## src/rtl/status_led_pkg.sv

```systemverilog
package status_led_pkg;

  localparam int unsigned SLOT_W = 3;

  typedef enum logic [2:0] {
    COND_RST   = 3'd0,
    COND_PWR   = 3'd1,
    COND_PGL   = 3'd2,
    COND_UNCFG = 3'd3,
    COND_IDLE  = 3'd4
  } cond_e;

  // Highest-priority active condition wins.
  function automatic cond_e pick_cond(input logic rst_f, input logic pwr_f,
                                      input logic pgl_f, input logic done_f);
    cond_e c;
    if (rst_f)        c = COND_RST;
    else if (pwr_f)   c = COND_PWR;
    else if (pgl_f)   c = COND_PGL;
    else if (!done_f) c = COND_UNCFG;
    else              c = COND_IDLE;
    return c;
  endfunction

  // Number of leading lit slots for the threshold-style patterns.
  function automatic logic [3:0] lit_slots(input cond_e c);
    logic [3:0] n;
    case (c)
      COND_PWR:   n = 4'd5;
      COND_PGL:   n = 4'd4;
      COND_UNCFG: n = 4'd1;
      default:    n = 4'd0;
    endcase
    return n;
  endfunction

  // Pattern value for a condition at a slot (idle handled by caller).
  function automatic logic slot_lit(input cond_e c, input logic [SLOT_W-1:0] s);
    logic v;
    if (c == COND_RST) v = ~s[0];
    else               v = ({1'b0, s} < lit_slots(c));
    return v;
  endfunction

endpackage

```

## src/rtl/led_prescaler.sv

```systemverilog
module led_prescaler #(
  parameter int unsigned DIV = 8_333_333
) (
  input  logic clk,
  input  logic rst_n,
  input  logic restart,
  output logic slot_tick
);
  localparam int unsigned CW = (DIV > 1) ? $clog2(DIV) : 1;
  localparam logic [CW-1:0] LAST = CW'(DIV - 1);

  logic [CW-1:0] cnt_q;
  logic          at_last;

  assign at_last   = (cnt_q == LAST);
  assign slot_tick = at_last && !restart;

  always_ff @(posedge clk) begin
    if (!rst_n)                  cnt_q <= '0;
    else if (restart || at_last) cnt_q <= '0;
    else                         cnt_q <= cnt_q + 1'b1;
  end

  // the divider count never leaves its range
  p_cnt_range_r8: assert property (@(posedge clk) disable iff (!rst_n)
    cnt_q <= LAST);

  // a restart always begins a fresh count
  p_restart_cnt_r9: assert property (@(posedge clk) disable iff (!rst_n)
    restart |=> (cnt_q == '0));

  generate
    if (DIV > 1) begin : g_gap
      // ticks are never back to back when a slot spans several cycles
      p_tick_gap_r8: assert property (@(posedge clk) disable iff (!rst_n)
        slot_tick |=> !slot_tick);
    end
  endgenerate
endmodule

```

## src/rtl/led_slot_ctr.sv

```systemverilog
module led_slot_ctr
  import status_led_pkg::*;
(
  input  logic              clk,
  input  logic              rst_n,
  input  logic              restart,
  input  logic              tick,
  output logic [SLOT_W-1:0] slot
);
  logic [SLOT_W-1:0] slot_q;

  always_ff @(posedge clk) begin
    if (!rst_n)       slot_q <= '0;
    else if (restart) slot_q <= '0;
    else if (tick)    slot_q <= slot_q + 1'b1;
  end

  assign slot = slot_q;

  // a condition change forces slot 0
  p_slot_restart_r9: assert property (@(posedge clk) disable iff (!rst_n)
    restart |=> (slot_q == '0));

  // a tick advances by one with wrap
  p_slot_step_r8: assert property (@(posedge clk) disable iff (!rst_n)
    (tick && !restart) |=> (slot_q == SLOT_W'($past(slot_q) + 1'b1)));

  // without tick or restart the slot holds
  p_slot_hold_r8: assert property (@(posedge clk) disable iff (!rst_n)
    (!tick && !restart) |=> $stable(slot_q));
endmodule

```

## src/rtl/led_sync2.sv

```systemverilog
module led_sync2 (
  input  logic clk,
  input  logic rst_n,
  input  logic d_async,
  output logic d_sync
);
  logic meta_q, sync_q;

  always_ff @(posedge clk) begin
    if (!rst_n) begin
      meta_q <= 1'b0;
      sync_q <= 1'b0;
    end else begin
      meta_q <= d_async;
      sync_q <= meta_q;
    end
  end

  assign d_sync = sync_q;

  // the synchronized copy trails the raw input by two edges
  p_sync_lag_r6: assert property (@(posedge clk) disable iff (!rst_n)
    $past(rst_n, 2) |-> (sync_q == $past(d_async, 2)));
endmodule

```

## src/rtl/status_led_sequencer.sv

```systemverilog
module status_led_sequencer
  import status_led_pkg::*;
#(
  parameter int unsigned DIV = 8_333_333
) (
  input  logic clk,
  input  logic rst_n,
  input  logic ext_reset_i,
  input  logic pwr_fail_i,
  input  logic pgood_low_i,
  input  logic cfg_done_i,
  input  logic user_led_i,
  output logic led_o
);
  cond_e             cond_d, cond_q;
  logic              cond_chg;
  logic              slot_tick;
  logic [SLOT_W-1:0] slot;
  logic              user_s;
  logic              pat_bit;
  logic              led_d, led_q;

  assign cond_d   = pick_cond(ext_reset_i, pwr_fail_i, pgood_low_i, cfg_done_i);
  assign cond_chg = (cond_d != cond_q);

  always_ff @(posedge clk) begin
    if (!rst_n) cond_q <= COND_IDLE;
    else        cond_q <= cond_d;
  end

  led_prescaler #(.DIV(DIV)) u_pre (
    .clk       (clk),
    .rst_n     (rst_n),
    .restart   (cond_chg),
    .slot_tick (slot_tick)
  );

  led_slot_ctr u_slot (
    .clk     (clk),
    .rst_n   (rst_n),
    .restart (cond_chg),
    .tick    (slot_tick),
    .slot    (slot)
  );

  led_sync2 u_sync (
    .clk     (clk),
    .rst_n   (rst_n),
    .d_async (user_led_i),
    .d_sync  (user_s)
  );

  assign pat_bit = slot_lit(cond_q, slot);
  assign led_d   = (cond_q == COND_IDLE) ? user_s : pat_bit;

  always_ff @(posedge clk) begin
    if (!rst_n) led_q <= 1'b0;
    else        led_q <= led_d;
  end

  assign led_o = led_q;

  // output is dark during reset
  always_comb begin
    if (!rst_n) p_reset_dark_r1: assert (led_q == 1'b0 || $isunknown(led_q));
  end

  // the external reset flag always wins the arbitration
  p_prio_top_r7: assert property (@(posedge clk) disable iff (!rst_n)
    ext_reset_i |=> (cond_q == COND_RST));

  // reset pattern lights on even slots
  p_rst_toggle_r2: assert property (@(posedge clk) disable iff (!rst_n)
    (cond_q == COND_RST) |=> (led_o == !$past(slot[0])));

  // unconfigured pattern is dark outside slot 0
  p_uncfg_dark_r5: assert property (@(posedge clk) disable iff (!rst_n)
    (cond_q == COND_UNCFG && slot != '0) |=> !led_o);

  // power-good-low pattern is lit exactly in the first half
  p_pgl_half_r4: assert property (@(posedge clk) disable iff (!rst_n)
    (cond_q == COND_PGL) |=> (led_o == !$past(slot[2])));

  // idle hands the LED to the synchronized user request
  p_idle_follow_r6: assert property (@(posedge clk) disable iff (!rst_n)
    (cond_q == COND_IDLE) |=> (led_o == $past(user_s)));
endmodule

```

## config.mk

```make
export PLATFORM = sky130hd
export DESIGN_NAME = status_led_sequencer
export DESIGN_NICKNAME = d
export VERILOG_FILES = /design/src/rtl/status_led_pkg.sv /design/src/rtl/led_prescaler.sv /design/src/rtl/led_slot_ctr.sv /design/src/rtl/led_sync2.sv /design/src/rtl/status_led_sequencer.sv
export SDC_FILE = /design/constraint.sdc
export NUM_CORES = 1
export LEC_CHECK = 0
export ABC_AREA = 1
export CAP_MARGIN = 20
export CORE_MARGIN = 4
export CORE_UTILIZATION = 50
export CTS_BUF_LIST = sky130_fd_sc_hd__clkbuf_4 sky130_fd_sc_hd__clkbuf_8
export CTS_CLUSTER_SIZE = 30
export DETAILED_ROUTE_END_ITERATION = 6
export DONT_BUFFER_PORTS = 1
export PLACE_DENSITY_LB_ADDON = 0.2
export SKIP_LAST_GASP = 1
export SYNTH_ARGS = -nofsm -noshare
export SYNTH_HDL_FRONTEND = slang
export SYNTH_SLANG_ARGS = --single-unit
```

## constraint.sdc

```tcl
create_clock -name clk -period 1.6 [get_ports clk]
set_input_delay 0.16 -clock clk [delete_from_list [all_inputs] [get_ports clk]]
set_output_delay 0.16 -clock clk [all_outputs]
set_load 0.01 [all_outputs]
```

==> flow_metrics.env <==
export IMPL_status="complete, no violations"
export IMPL_antenna_found_initial=0
export IMPL_dpl_hpwl_um=2805
export IMPL_final_nets=275
export IMPL_post_place_ws_ns=0.06381
export IMPL_syn_area_um2=1833
export IMPL_cap_viol_max_count=0
export IMPL_cts_max_path_buffers=2
export IMPL_power_share_sequential_pct=46.1
export IMPL_endpoint_kind="flop"
export IMPL_leakage_nw=0.7896
export IMPL_drt_initial_drc_count=72
export IMPL_yosys_top_cells_area="dfxtp_1 (35%), nand2_1 (13%), nor2_1 (9.0%)"
export IMPL_die_h_um=68.55
export IMPL_cts_tree="done"
export IMPL_core_um2=3442
export IMPL_start_kind="flop"
export IMPL_ant_nets=0
export IMPL_cp_slowest_cell="dfxtp_1"
export IMPL_drc_errors=0
export IMPL_avgViaCountPerCell=4.826
export IMPL_met3_usage_pct=3.404
export IMPL_relSlewSlack_pct=77.49
export IMPL_clockRootBuffer="clkbuf_8"
export IMPL_power_density_nw_per_um2=847.2
export IMPL_synth_top_cell_by_area="dfxtp_1"
export IMPL_vias=1501
export IMPL_critPathMaxStageDelay_ns=0.38
export IMPL_clock_sinks=32
export IMPL_min_period_ns=1.460
export IMPL_tns_ns=0
export IMPL_synth_seq_cells=32
export IMPL_tightest_slew_ns=0.3345
export IMPL_synth_yosys_seq_area_share_pct=34.95
export IMPL_die_area_um2=4698
export IMPL_yosysTopAreaCellShare_pct=34.95
export IMPL_swShare_pct=21.15
export IMPL_max_freq_mhz=684.8
export IMPL_syn_inst=250
export IMPL_drt_total_wl_um=3680
export IMPL_num_io_pins=8
export IMPL_finalSetupViolCount=0
export IMPL_dr_pass1_iters=4
export IMPL_num_antenna_cells=0
export IMPL_finalPower_mw=1.769
export IMPL_p_sw_mw=0.3742
export IMPL_finClkSkew_ns=0.003827
export IMPL_clkPwrFrac_pct=48.2
export IMPL_avgSynthCellArea_um2=7.332
export IMPL_cts_htree_levels=2
export IMPL_globalRoute_busiestLayer="met2"
export IMPL_start_util_pct=53.25
export IMPL_yosysWarningCount=0
export IMPL_drv_slew=0
export IMPL_portBuffers=0
export IMPL_grt_pass1_vias=1477
export IMPL_path_max_fanout=5
export IMPL_grt_max_degree=16
export IMPL_die_x_um=68.55
export IMPL_grt_pass1_wl_um=6410
export IMPL_ys_types=29
export IMPL_cts_buffers=5
export IMPL_synth_most_common_cell="nand2_1"
export IMPL_syn_num_nets=261
export IMPL_area_growth_pct=13.92
export IMPL_cp_required_ns=1.81
export IMPL_grt_use_met1_pct=25.28
export IMPL_hp_class="in -> reg"
export IMPL_synthTopCellsByCount="nand2_1 (62), nor2_1 (44), dfxtp_1 (32)"
export IMPL_grt_total_usage_pct=18.46
export IMPL_synth_flop_cell="dfxtp_1"
export IMPL_power_share_combinational_pct=5.7
export IMPL_crit_chain="inv_1 -> ha_1 -> nand3_1 -> nor2_1 -> nand3_1 -> inv_1 -> nor2_4 -> inv_2 -> buf_4 -> nor2_1"
export IMPL_crit_arrival_ns=1.67
export IMPL_synth_edf_count=0
export IMPL_insertion_delay_ns=0.28
export IMPL_gr_usage_met2_pct=28.72
export IMPL_postCtsSetupBuffers=0
export IMPL_ir_drop_v=0.0004052
export IMPL_fin_ws_ns=0.1398
export IMPL_place_congestion=0.8485
export IMPL_rows=21
export IMPL_drive_gt1_share_pct=17.36
export IMPL_synthArstFlopShare_pct=0
export IMPL_rsz0062_at_grt="false"
export IMPL_clkTransAtPathRegs_ns=0.07
export IMPL_intPower_mw=1.395
export IMPL_fin_crit_sh_pct=91.27
export IMPL_wl_per_cell_um=11.83
export IMPL_hold_viol_final=0
export IMPL_grt_overflow_total=0
export IMPL_crit_type="reg -> reg"
worst max-delay path: cells and delay by family, from the launching register on:
kind,cells,cell delay (ns)
simple gates,5,0.44
flops,1,0.38
fa+ha+maj,1,0.20
buf+inv,4,0.36
final cells by class:
type                            instances  area (um^2)
Clock buffer                            7        96.34
Clock inverter                          1        30.03
Fill cell                             317         1354
Inverter                               31        116.4
Multi-Input combinational cell        185         1059
Sequential cell                        32        644.4
Tap cell                               46        57.56
Timing Repair Buffer                    9        85.08
metal layers:
metal	up-vias	share of wire, %
met2	31	45
met4	0	1.6
met5	-	0
met3	8	5.4
met1	656	48
li1	806	-
layout by cell type, fill, tap and decap left out, types with 3 or more instances in the layout:
master    Yosys  routed
a21oi_1       3       3
a21oi_4       4       4
buf_4         0       6
clkbuf_8      0       7
dfxtp_1      32      29
dfxtp_2       0       3
ha_1          4       3
inv_1        30      29
nand2_1      62      62
nand3_1      12      12
nand3b_1      3       3
nand4_1       5       5
nor2_1       44      44
nor2_2        5       5
nor2_4        7       7
nor3_1        7       6
o21ai_0       3       3
xnor2_1       4       4
xor2_1       11      11
through the flow:
stage                     util, %  cell area (um^2)  instances  hold slack (ns)
after global placement      55.91              1924        301           0.2312
after detailed placement    55.91              1924        301           0.2327
after global routing        60.67              2088        311          0.05721
after floorplan                 -              1833        250           0.2290
final                       60.67              2088        311          0.04178
after CTS                   60.16              2071        311          0.04389
power by group through the flow:
stage          combinational, mW  sequential (mW)  clock [mW]
3_5_place_dp              0.0963            0.833           0
2_1_floorplan             0.0821            0.831           0
4_1_cts                    0.102            0.815       0.855
6_report                   0.101            0.815       0.853
5_1_grt                    0.113            0.817       0.896
3_3_place_gp              0.0962            0.833           0
flip-flops by register name, summed over array words and instances, names as in the netlist:
name / count
u_pre.cnt_q: 23
cond_q: 3
u_slot.slot: 3
led_o: 1
u_sync.d_sync: 1
u_sync.meta_q: 1
worst paths after layout:
path | startpoint | to | slack, ns | cells after the start
hold reg to reg | u_sync.meta_q$_SDFF_PN0_ | u_sync.d_sync$_SDFF_PN0_ | 0.42 | 2
setup reg to reg | u_pre.cnt_q[1]$_SDFF_PP0_ | u_pre.cnt_q[11]$_SDFF_PP0_ | 0.14 | 10
setup / recovery | u_pre.cnt_q[1]$_SDFF_PP0_ | u_pre.cnt_q[11]$_SDFF_PP0_ | 0.14 | 10
hold / removal | rst_n | cond_q[1]$_SDFF_PN0_ | 0.04 | 2
timing repair:
item,CTS,global route
hold endpoints to repair,3,0
gates resized for setup,0,7
hold buffers,2,0
setup endpoints to repair,0,18
cell families (layout without fill, tap and decap cells):
family                     Yosys count  in the layout  synth area share [%]
AOI/OAI and AO/OA                   12             12                 6.007
and+or+nand+nor                    154            154                 41.09
xor gates and xnor gates            15             15                 7.167
DFF                                 32             32                 34.95
buffers and inverters               33             48                 8.055
adders and majority gates            4              4                 2.730
Power figures use the tool's default switching activity.
